**config.mk**
```make
export PLATFORM = sky130hd
export DESIGN_NAME = intc_top
export DESIGN_NICKNAME = d
export VERILOG_FILES = /design/src/rtl/intc_pkg.sv /design/src/rtl/intc_edge_det.sv /design/src/rtl/intc_group.sv /design/src/rtl/intc_pick.sv /design/src/rtl/intc_top.sv
export SDC_FILE = /design/constraint.sdc
export NUM_CORES = 1
export LEC_CHECK = 0
export BUFFER_PORTS_ARGS = -buffer_cell sky130_fd_sc_hd__clkbuf_2
export CAP_MARGIN = 20
export CORE_ASPECT_RATIO = 1.4
export CORE_MARGIN = 5
export CORE_UTILIZATION = 32
export CTS_CLUSTER_DIAMETER = 60
export DETAILED_ROUTE_END_ITERATION = 7
export PLACE_DENSITY = 0.51
export SETUP_SLACK_MARGIN = 0.15
export SKIP_CTS_REPAIR_TIMING = 1
export SLEW_MARGIN = 20
export SYNTH_ARGS = -nofsm -noshare
export SYNTH_HDL_FRONTEND = slang
export SYNTH_HIERARCHICAL = 1
export SYNTH_SLANG_ARGS = --single-unit
```
**constraint.sdc**
```tcl
create_clock -name clk -period 2.88 [get_ports clk]
set_clock_uncertainty 0.2 [all_clocks]
set_input_delay 0.576 -clock clk [delete_from_list [all_inputs] [get_ports clk]]
set_output_delay 0.576 -clock clk [all_outputs]
set_load 0.05 [all_outputs]
```
**src/rtl/intc_pkg.sv**
```systemverilog
package intc_pkg;
  typedef enum logic [1:0] {
    EDGE_OFF  = 2'b00,
    EDGE_RISE = 2'b01,
    EDGE_FALL = 2'b10,
    EDGE_BOTH = 2'b11
  } edge_mode_e;

  localparam int REG_AW = 3;
  localparam logic [REG_AW-1:0] REG_CTRL     = 3'd0;
  localparam logic [REG_AW-1:0] REG_LINE_EN  = 3'd1;
  localparam logic [REG_AW-1:0] REG_LINE_FLG = 3'd2;
  localparam logic [REG_AW-1:0] REG_EDGE     = 3'd3;
  localparam logic [REG_AW-1:0] REG_PIN      = 3'd4;
  localparam logic [REG_AW-1:0] REG_SUB_EN   = 3'd5;
  localparam logic [REG_AW-1:0] REG_SUB_FLG  = 3'd6;
endpackage

```
**src/rtl/intc_edge_det.sv**
```systemverilog
module intc_edge_det
  import intc_pkg::*;
(
  input  logic       clk,
  input  logic       rst_n,
  input  logic       pin,
  input  edge_mode_e mode,
  input  logic       active,
  output logic       hit
);
  logic s1_q, s2_q, prev_q;
  logic s1_d, s2_d, prev_d;
  logic rise, fall, match;

  always_comb begin
    s1_d   = pin;
    s2_d   = s1_q;
    prev_d = s2_q;
  end

  always_ff @(posedge clk or negedge rst_n) begin
    if (!rst_n) begin
      s1_q   <= 1'b0;
      s2_q   <= 1'b0;
      prev_q <= 1'b0;
    end else begin
      s1_q   <= s1_d;
      s2_q   <= s2_d;
      prev_q <= prev_d;
    end
  end

  always_comb begin
    rise = s2_q & ~prev_q;
    fall = ~s2_q & prev_q;
    case (mode)
      EDGE_RISE: match = rise;
      EDGE_FALL: match = fall;
      EDGE_BOTH: match = rise | fall;
      default:   match = 1'b0;
    endcase
    hit = match & active;
  end
endmodule

```
**src/rtl/intc_group.sv**
```systemverilog
module intc_group #(
  parameter int N_SUB = 3
) (
  input  logic             clk,
  input  logic             rst_n,
  input  logic [N_SUB-1:0] sub_req,
  input  logic [N_SUB-1:0] sub_en,
  input  logic             sw_wr,
  input  logic [N_SUB-1:0] sw_data,
  output logic [N_SUB-1:0] sub_flag,
  output logic             grp_set
);
  logic [N_SUB-1:0] flag_q, flag_d;
  logic             lvl_q, lvl_d;

  always_comb begin
    flag_d = flag_q;
    if (sw_wr) flag_d = sw_data;
    flag_d = flag_d | sub_req;
    lvl_d  = |(flag_q & sub_en);
  end

  always_ff @(posedge clk or negedge rst_n) begin
    if (!rst_n) begin
      flag_q <= '0;
      lvl_q  <= 1'b0;
    end else begin
      flag_q <= flag_d;
      lvl_q  <= lvl_d;
    end
  end

  assign sub_flag = flag_q;
  assign grp_set  = lvl_d & ~lvl_q;
endmodule

```
**src/rtl/intc_pick.sv**
```systemverilog
module intc_pick #(
  parameter int N_LINES  = 12,
  parameter int VEC_W    = 8,
  parameter int VEC_BASE = 4,
  parameter int VEC_STEP = 4,
  localparam int IDX_W   = $clog2(N_LINES)
) (
  input  logic [N_LINES-1:0] req,
  output logic               any,
  output logic [IDX_W-1:0]   idx,
  output logic [VEC_W-1:0]   vec
);
  always_comb begin
    any = 1'b0;
    idx = '0;
    for (int i = N_LINES - 1; i >= 0; i--) begin
      if (req[i]) begin
        any = 1'b1;
        idx = IDX_W'(i);
      end
    end
    vec = VEC_W'(VEC_BASE + VEC_STEP * int'(idx));
  end
endmodule

```
**src/rtl/intc_top.sv**
```systemverilog
module intc_top
  import intc_pkg::*;
#(
  parameter int N_EXT    = 2,
  parameter int N_DIR    = 7,
  parameter int N_GRP    = 3,
  parameter int N_SUB    = 3,
  parameter int DATA_W   = 16,
  parameter int VEC_W    = 8,
  parameter int VEC_BASE = 4,
  parameter int VEC_STEP = 4
) (
  input  logic                   clk,
  input  logic                   rst_n,
  input  logic [N_EXT-1:0]       ext_pin,
  input  logic [N_DIR-1:0]       dir_req,
  input  logic [N_GRP*N_SUB-1:0] sub_req,
  input  logic                   cpu_ready,
  input  logic                   stack_full,
  input  logic                   wr_en,
  input  logic [REG_AW-1:0]      wr_addr,
  input  logic [DATA_W-1:0]      wr_data,
  input  logic [REG_AW-1:0]      rd_addr,
  output logic [DATA_W-1:0]      rd_data,
  output logic                   irq_take,
  output logic [VEC_W-1:0]       irq_vec
);
  localparam int N_LINES = N_EXT + N_DIR + N_GRP;
  localparam int N_SUBS  = N_GRP * N_SUB;
  localparam int IDX_W   = $clog2(N_LINES);
  localparam int GRP_LO  = N_EXT + N_DIR;

  // reset: asynchronous assert, synchronous release
  logic rst_meta_q, rst_sync_n_q;
  always_ff @(posedge clk or negedge rst_n) begin
    if (!rst_n) begin
      rst_meta_q   <= 1'b0;
      rst_sync_n_q <= 1'b0;
    end else begin
      rst_meta_q   <= 1'b1;
      rst_sync_n_q <= rst_meta_q;
    end
  end

  // registers
  logic                 gie_q, gie_d;
  logic [N_LINES-1:0]   en_q, en_d;
  logic [N_LINES-1:0]   flag_q, flag_d;
  logic [2*N_EXT-1:0]   edge_q, edge_d;
  logic [N_EXT-1:0]     psel_q, psel_d;
  logic [N_EXT-1:0]     pin_q, pin_d;
  logic [N_SUBS-1:0]    sen_q, sen_d;
  logic                 take_q, take_d;
  logic [VEC_W-1:0]     vec_q, vec_d;
  logic [IDX_W-1:0]     tidx_q, tidx_d;

  logic [N_LINES-1:0]   line_set;
  logic [N_SUBS-1:0]    sub_flags;
  logic [N_LINES-1:0]   eligible;
  logic                 pick_any;
  logic [IDX_W-1:0]     pick_idx;
  logic [VEC_W-1:0]     pick_vec;
  logic                 wr_ctrl, wr_en_r, wr_flg, wr_edge, wr_pin, wr_sen, wr_sflg;
  logic                 unused_wr_bits;

  assign unused_wr_bits = ^wr_data;

  always_comb begin
    wr_ctrl = wr_en && (wr_addr == REG_CTRL);
    wr_en_r = wr_en && (wr_addr == REG_LINE_EN);
    wr_flg  = wr_en && (wr_addr == REG_LINE_FLG);
    wr_edge = wr_en && (wr_addr == REG_EDGE);
    wr_pin  = wr_en && (wr_addr == REG_PIN);
    wr_sen  = wr_en && (wr_addr == REG_SUB_EN);
    wr_sflg = wr_en && (wr_addr == REG_SUB_FLG);
  end

  // external pins
  genvar gi;
  generate
    for (gi = 0; gi < N_EXT; gi++) begin : g_ext
      intc_edge_det u_edge (
        .clk    (clk),
        .rst_n  (rst_sync_n_q),
        .pin    (ext_pin[gi]),
        .mode   (edge_mode_e'(edge_q[2*gi +: 2])),
        .active (psel_q[gi] & pin_q[gi]),
        .hit    (line_set[gi])
      );
    end
  endgenerate

  assign line_set[GRP_LO-1:N_EXT] = dir_req;

  // multi-source groups
  generate
    for (gi = 0; gi < N_GRP; gi++) begin : g_grp
      intc_group #(.N_SUB(N_SUB)) u_grp (
        .clk      (clk),
        .rst_n    (rst_sync_n_q),
        .sub_req  (sub_req[gi*N_SUB +: N_SUB]),
        .sub_en   (sen_q[gi*N_SUB +: N_SUB]),
        .sw_wr    (wr_sflg),
        .sw_data  (wr_data[gi*N_SUB +: N_SUB]),
        .sub_flag (sub_flags[gi*N_SUB +: N_SUB]),
        .grp_set  (line_set[GRP_LO + gi])
      );
    end
  endgenerate

  // priority selection
  assign eligible = {N_LINES{gie_q}} & en_q & flag_q;

  intc_pick #(
    .N_LINES  (N_LINES),
    .VEC_W    (VEC_W),
    .VEC_BASE (VEC_BASE),
    .VEC_STEP (VEC_STEP)
  ) u_pick (
    .req (eligible),
    .any (pick_any),
    .idx (pick_idx),
    .vec (pick_vec)
  );

  // next state
  always_comb begin
    gie_d  = gie_q;
    en_d   = en_q;
    flag_d = flag_q;
    edge_d = edge_q;
    psel_d = psel_q;
    pin_d  = pin_q;
    sen_d  = sen_q;
    if (wr_ctrl) gie_d  = wr_data[0];
    if (wr_en_r) en_d   = wr_data[N_LINES-1:0];
    if (wr_flg)  flag_d = wr_data[N_LINES-1:0];
    if (wr_edge) edge_d = wr_data[2*N_EXT-1:0];
    if (wr_pin) begin
      psel_d = wr_data[N_EXT-1:0];
      pin_d  = wr_data[2*N_EXT-1:N_EXT];
    end
    if (wr_sen) sen_d = wr_data[N_SUBS-1:0];
    // service clearing on the edge after the take strobe
    if (take_q) begin
      gie_d          = 1'b0;
      flag_d[tidx_q] = 1'b0;
    end
    // hardware set wins over any clear
    flag_d = flag_d | line_set;

    take_d = cpu_ready & ~stack_full & ~take_q & pick_any;
    vec_d  = take_d ? pick_vec : vec_q;
    tidx_d = take_d ? pick_idx : tidx_q;
  end

  always_ff @(posedge clk or negedge rst_sync_n_q) begin
    if (!rst_sync_n_q) begin
      gie_q  <= 1'b0;
      en_q   <= '0;
      flag_q <= '0;
      edge_q <= '0;
      psel_q <= '0;
      pin_q  <= '0;
      sen_q  <= '0;
      take_q <= 1'b0;
      vec_q  <= '0;
      tidx_q <= '0;
    end else begin
      gie_q  <= gie_d;
      en_q   <= en_d;
      flag_q <= flag_d;
      edge_q <= edge_d;
      psel_q <= psel_d;
      pin_q  <= pin_d;
      sen_q  <= sen_d;
      take_q <= take_d;
      vec_q  <= vec_d;
      tidx_q <= tidx_d;
    end
  end

  // read mux
  always_comb begin
    rd_data = '0;
    case (rd_addr)
      REG_CTRL:     rd_data[0] = gie_q;
      REG_LINE_EN:  rd_data[N_LINES-1:0] = en_q;
      REG_LINE_FLG: rd_data[N_LINES-1:0] = flag_q;
      REG_EDGE:     rd_data[2*N_EXT-1:0] = edge_q;
      REG_PIN:      rd_data[2*N_EXT-1:0] = {pin_q, psel_q};
      REG_SUB_EN:   rd_data[N_SUBS-1:0] = sen_q;
      REG_SUB_FLG:  rd_data[N_SUBS-1:0] = sub_flags;
      default:      rd_data = '0;
    endcase
  end

  assign irq_take = take_q;
  assign irq_vec  = vec_q;
endmodule

```
==> impl_results.md, run 1 <==
- DR vias: about 2,800
- Post-route worst setup slack: 232 ps
- Highest clock rate: roughly 380 MHz
- Logic pwr share: 0.315
- Total die area: 0.0148 mm²
- R2R Setup Slk: 380 ps
- Biggest cell delay along the critical path: 540 ps
- Initial antenna violation count: 0
- Final non-filler cell area: 0.00487 mm²
- CTS tree: done
- WL per Instance: 17.4 µm
- Post-synth EDFFs: 0
- Num CTS Buffers: 9
- Die Wd: approximately 100 µm
- Flop pwr share: 0.377
- Mapped Area: ~0.004 mm²
- P_sw: 1.38 mW
- Proportion of layout cells with a drive suffix above 1: 0.373
- Critical path cell sequence: clkbuf_2 -> mux4_2 -> mux2_2 -> clkbuf_2
- Fin. Hold Viols: 0
- Hold path cells: 1
- Max_cap viols: 0
- Worst path slowest cell: mux4_2
- Num rows: between 40 and 50
- Total Routing Usage GR: 0.139
- Critical Path RT: 2100 ps
- Syn-to-layout area delta: 22.5%
- Slew margin rel.: 0.360
- Worst R2R Path Depth: 9
- Main synth FF type: dfrtp_1
- Hold EP: g_ext[1].u_edge/s1_q$_DFF_PN0_
- Minimum clock period after layout: 2650 ps
- Max VDD drop: 0.000312 V
- Chip Height: 142 µm
- Pin count of the biggest net entering global routing: 74
- Initial DRT Pass Iterations: 5
- Final Net Count: ~450
- Startpoint types: primary input
- Worst-skew pair later-pin latency: 340 ps
- FF-to-FF End: irq_vec[4]$_DFFE_PN0P_
- Placed inst area: 0.00453 mm²
- Congestion Overflow GR: 0
- Clock slew at reported path FFs: roughly 60 ps
- Final wirelength: 9730 µm
- Fin util: 0.397
- Clk root buf: clkbuf_16
- Post-Syn Instances: about 340
- CP Buf/Inv Count: 2
- Final Wtd Congestion: approximately 0.84
- Register bit total from synthesis: 75
- Tightest Hold Check Type: primary input to register
- CTS Buffer Depth: 2
- Worst slew pin tran: ~960 ps
- Cell mode on critical path: clkbuf_2
- Power, Total: 4.00 mW
- Routed vias/inst: 5.03
- Post-synth ARST share: 1.00
- # setup viols final: 0
- Internal: 2.62 mW
- Clock sinks: 75
- Ports: 70
- CP arrival: approximately 1900 ps
- Final Cycle Share: 0.919
- CORE AREA: 0.0123 mm²
- Sw Share: 0.345
- Port Buffers: 61
- Routed Antenna Nets: 0
- Ys Warns: 6
- Largest delay share family, worst path: multiplexers
- Final HPWL DP: 7180 µm
- Slew Limit Fails: 0
- Crit. End Element: primary output
- Distinct cells, synth: 53
- Fillers: 1,225
- Syn_area_per_cell: around 12 µm²
- DRC: 0
- FF-to-FF Start: gie_q$_DFFE_PN0P_
- Global-route wire length before repair: 16,000 µm
- RSZ-0062 raised after global routing: false
- Diodes inserted: 0
- Post-Place Setup Slack: 223 ps
- Htree depth: 3
- Crit-path max FO: 12
- Critical hold path startpoint: ext_pin[1]
- Post-synthesis sequential area ratio: 0.472
- Number of global-route vias before repair: 2,997
- Status: finished clean
- Lkg Pwr: 2.08 nW
- Clk pwr share: 0.308
- 1st-iter DRT viols: 93
- Initial core utilization: 0.324
- Setup TNS: 0 ps
- Critical path type: primary input to primary output
- Pwr Density: 821 mW/mm²
==> sequential cells by signal (all words and copies together) (netlist names), 3 cells and up <==
name                  cells
en_q                     12
flag_q                   12
g_grp.u_grp/sub_flag      9
sen_q                     9
irq_vec                   8
edge_q                    4
tidx_q                    4
g_grp.u_grp/lvl_q         3
==> cells in the mapped netlist, types with 6 or more instances <==
| library cell | count | area share |
|---|---|---|
| dfrtp_1 | 75 | 0.47 |
| mux2_2 | 41 | 0.12 |
| nor2_1 | 20 | 0.019 |
| nor3_1 | 15 | 0.019 |
| a21oi_1 | 13 | 0.016 |
| and3_1 | 12 | 0.019 |
| buf_4 | 12 | 0.023 |
| inv_1 | 12 | 0.011 |
| mux2i_1 | 10 | 0.025 |
| nor2b_1 | 10 | 0.016 |
| a211o_1 | 9 | 0.020 |
| a22oi_1 | 9 | 0.017 |
| a211oi_2 | 8 | 0.025 |
| nand2b_1 | 7 | 0.011 |
| nand3b_1 | 6 | 0.011 |
==> final cells by class <==
| class | count | area (µm²) | area share |
|---|---|---|---|
| flip-flops and latches | 75 | 1880 | 0.387 |
| clock inverters | 4 | 72.6 | 0.0149 |
| well taps | 150 | 188 | 0.0386 |
| multi-input cells | 236 | 1920 | 0.395 |
| clock buffers | 12 | 256 | 0.0527 |
| repair buffers | 68 | 495 | 0.102 |
| inverters | 13 | 48.8 | 0.0100 |
==> layout by cell type (no fill, tap or decap), drive strengths merged, types with 3 or more instances in the layout <==
| cell | instances |
|---|---|
| and4bb | 3 |
| a21oi | 13 |
| mux2 | 43 |
| o21ai | 3 |
| clkbuf | 64 |
| nor4 | 4 |
| nor3 | 21 |
| nand3b | 6 |
| buf | 15 |
| inv | 13 |
| ha | 5 |
| o21bai | 4 |
| nor2 | 20 |
| nand2 | 3 |
| mux2i | 10 |
| nand2b | 7 |
| and2b | 3 |
| o21a | 3 |
| a211o | 9 |
| a221oi | 6 |
| dfrtp | 75 |
| o211ai | 3 |
| and3 | 12 |
| a22oi | 9 |
| a222oi | 3 |
| a211oi | 8 |
| nor2b | 10 |
| conb | 9 |
==> layer usage <==
| layer | GRT usage | up-vias | share of wire |
|---|---|---|---|
| li1 | - | 1367 | - |
| met1 | 0.158 | 1354 | 0.40 |
| met2 | 0.245 | 73 | 0.53 |
| met3 | 0.0428 | 12 | 0.053 |
| met4 | 0.0553 | 0 | 0.019 |
| met5 | 0 | - | 0 |
==> stage by stage <==
stage	hold slack (ps)	std cells
after floorplan	80.4	344
after global placement	131	541
after detailed placement	137	541
after CTS	-211	557
after global routing	129	558
final	141	558
==> power by group through the flow <==
| stage | Combinational (mW) | Clock [mW] | Sequential, mW |
|---|---|---|---|
| finish | 1.26 | 1.23 | 1.51 |
| global route | 1.37 | 1.31 | 1.55 |
| CTS | 1.28 | 1.28 | 1.51 |
| detailed placement | 1.28 | 0 | 1.52 |
| global placement | 1.26 | 0 | 1.52 |
| floorplan | 0.782 | 0 | 1.64 |
==> worst max-delay path by stage <==
stage | cells past startpoint | slack [ps] | to | start
2_1_floorplan | 4 | 210 | rd_data[5] | rd_addr[0]
3_3_place_gp | 4 | 240 | rd_data[0] | rd_addr[1]
3_5_place_dp | 4 | 220 | rd_data[0] | rd_addr[1]
4_1_cts | 3 | 150 | rd_data[0] | gie_q$_DFFE_PN0P_
5_1_grt | 4 | 190 | rd_data[0] | rd_addr[1]
6_report | 4 | 230 | rd_data[0] | rd_addr[1]
==> cell families after synthesis <==
family	count (synthesis)	share of synthesized area
xor gates and xnor gates	1	0.00220
and+or+nand+nor	101	0.169
adders and majority gates	5	0.0157
muxes	54	0.155
buffers and inverters	33	0.0491
AOI/OAI and AO/OA	66	0.134
other	3	0.00283
DFF	75	0.472
Note: power is estimated with default switching activity, not from simulation.
==> inputs of run 2 (changes only) <==
--- a/config.mk
+++ b/config.mk
@@ -10,8 +10,10 @@
 export CORE_ASPECT_RATIO = 1.4
 export CORE_MARGIN = 5
 export CORE_UTILIZATION = 32
+export CTS_BUF_LIST = sky130_fd_sc_hd__clkbuf_16
 export CTS_CLUSTER_DIAMETER = 60
 export DETAILED_ROUTE_END_ITERATION = 7
+export GPL_TIMING_DRIVEN = 0
 export PLACE_DENSITY = 0.51
 export SETUP_SLACK_MARGIN = 0.15
 export SKIP_CTS_REPAIR_TIMING = 1
==> impl_results.md, run 2 (synthesis gave the netlist of run 1 again) <==
- Initial antenna violation count: 0 (unchanged)
- Congestion Overflow GR: 0 (unchanged)
- Tightest Hold Check Type: register to asynchronous set/reset pin
- Status: finished clean
- FF-to-FF Start: gie_q$_DFFE_PN0P_
- Worst slew pin tran: 838 ps (-122 ps)
- DRC: 0 (unchanged)
- Sw Share: 0.365 (+0.0200)
- Clk pwr share: 0.285 (-0.023)
- CP arrival: 1850 ps (-20 ps)
- Max_cap viols: 0 (unchanged)
- CTS Buffer Depth: 2 (unchanged)
- Internal: 2.46 mW (-6.3%)
- Setup TNS: 0 ps (unchanged)
- Die Wd: 104 µm (unchanged)
- Highest clock rate: 381 MHz (+0.95%)
- Diodes inserted: 0 (unchanged)
- Worst-skew pair later-pin latency: 340 ps (about the same)
- Total die area: 0.0148 mm² (unchanged)
- Largest registers: en_q (12), flag_q (12)
- Crit path capture: rd_data[8]
- Final wirelength: 10,600 µm (+8.4%)
- CTS tree: done
- Startpoint types: primary input
- Lkg Pwr: 2.11 nW (+1.2%)
- Final Wtd Congestion: 0.856 (+2.4%)
- Final Cycle Share: 0.911 (-0.00863)
- Post-route worst setup slack: 257 ps (+24.8 ps)
- Clock sinks: 75 (unchanged)
- Global-route wire length before repair: 16,800 µm (+5.0%)
- Pin count of the biggest net entering global routing: 50 (-32%)
- Num rows: 48 (unchanged)
- Max VDD drop: 0.000291 V (-6.8%)
- Routed Antenna Nets: 0 (unchanged)
- Flop pwr share: 0.383 (+0.006)
- RSZ-0062 raised after global routing: true
- WL per Instance: 18.5 µm (+6.0%)
- DR vias: 2,959 (+5.5%)
- Final non-filler cell total: 571 (+2.3%)
- P_sw: 1.41 mW (+2.3%)
- Ports: 70 (unchanged)
- Fillers: 1,246 (+1.7%)
- Slew margin rel.: 0.441 (+0.0808)
- Post-Place Setup Slack: 24.1 ps (-199 ps)
- DP Cell Count: 555 (+2.6%)
- R2R Setup Slk: 280 ps (-100 ps)
- Clk root buf: clkbuf_16
- Initial DRT Pass Iterations: 4 (-1)
- # setup viols final: 0 (unchanged)
- Syn-to-layout area delta: 21.5%
- Crit. End Element: primary output
- Minimum clock period after layout: 2620 ps (-24.8 ps)
- Most frequent cells in the layout: dfrtp_1, clkbuf_2, mux2_2, nor2_1, nor3_1
- Clock slew at reported path FFs: 60 ps (about the same)
- Port Buffers: 60 (-1.6%)
- Critical Path RT: 2100 ps (about the same)
- Crit path launch: rd_addr[1]
- Pwr Density: 800 mW/mm² (-2.5%)
- Worst R2R Path Depth: 10 (+1)
- Final HPWL DP: 7960 µm (+11%)
- FF-to-FF End: irq_vec[4]$_DFFE_PN0P_
- Crit-path max FO: 10 (-2)
- Chip Height: 142 µm (unchanged)
- Fin. Hold Viols: 0 (unchanged)
- Critical path type: primary input to primary output
- Slew Limit Fails: 0 (unchanged)
- Number of global-route vias before repair: 3,087 (+3.0%)
- Total Routing Usage GR: 0.147 (+0.00777)
- Final Net Count: 467 (+3.1%)
- Initial core utilization: 0.324 (unchanged)
- Logic pwr share: 0.332 (+0.017)
- 1st-iter DRT viols: 129 (+39%)
- Routed vias/inst: 5.18 (+3.1%)
- CORE AREA: 0.0123 mm² (unchanged)
- Proportion of layout cells with a drive suffix above 1: 0.394 (+0.0218)
- Commonest non-fill, non-tap cell in the layout: dfrtp_1
- Htree depth: 3 (unchanged)
- Num CTS Buffers: 9 (unchanged)
[run 2: cell types whose count changed in the layout (fill, tap and decap cells not counted), moves of 2 or more]
cell and delta:
buf_2 +3, buf_12 -9, clkbuf_8 -2, buf_6 +4, buf_4 +6, clkinv_2 +2
clkbuf_2 +7
[run 2: metrics by stage]
step                      utilization  hold WS, ps  power, mW  instance area (µm²)
after global placement          0.366          132       2.75                 4480
after global routing            0.394         90.1       4.09                 4830
after CTS                       0.392         -201       3.90                 4800
final                           0.394         47.6       3.86                 4830
after floorplan                     -         80.4       2.42                 4000
after detailed placement        0.369         61.2       2.79                 4520
[run 2: metal layers]
layer / wire length (µm) / global-route usage / vias to the layer above
met5: 0 / 0 / -
met4: 295 / 0.0648 / 0
met3: 493 / 0.0391 / 18
met2: 5520 / 0.250 / 70
met1: 4250 / 0.174 / 1468
li1: - / - / 1403
[run 2: worst min path at each step]
stage                                            end                           start  slack (ps)  depth (start not counted)
floorplan                       rst_meta_q$_DFF_PN0_                           rst_n          80                          0
global route                  irq_vec[7]$_DFFE_PN0P_          rst_sync_n_q$_DFF_PN0_          90                          0
CTS                           rst_sync_n_q$_DFF_PN0_                           rst_n        -200                          1
global placement    g_ext[1].u_edge/prev_d$_DFF_PN0_  g_ext[1].u_edge/s1_q$_DFF_PN0_         130                          0
detailed placement            irq_vec[7]$_DFFE_PN0P_          rst_sync_n_q$_DFF_PN0_          60                          0
finish                g_grp[0].u_grp/lvl_q$_DFF_PN0_          rst_sync_n_q$_DFF_PN0_          50                          0
[run 2: critical path, stage by stage]
cell,delay (ps)
clkbuf_2,120
buf_4,180
and2b_4,200
buf_6,150
a221oi_1,290
a21oi_1,80
clkbuf_2,250
[run 2: final cells by class]
cell class              count  area, µm²  area share
clock inverters             6       57.6      0.0119
inverters                  13       48.8      0.0101
well taps                 150        188      0.0389
repair buffers             62        340      0.0705
clock buffers               9        225      0.0467
multi-input cells         236       1930       0.400
flip-flops and latches     75       1880       0.390
plain buffers              20        154      0.0319
[run 2: power groups by stage]
stage	combinational [mW]	clock, mW	sequential, mW
3_3_place_gp	1.25	0	1.51
6_report	1.28	1.10	1.48
4_1_cts	1.29	1.13	1.48
2_1_floorplan	0.782	0	1.64
3_5_place_dp	1.29	0	1.50
5_1_grt	1.39	1.17	1.52
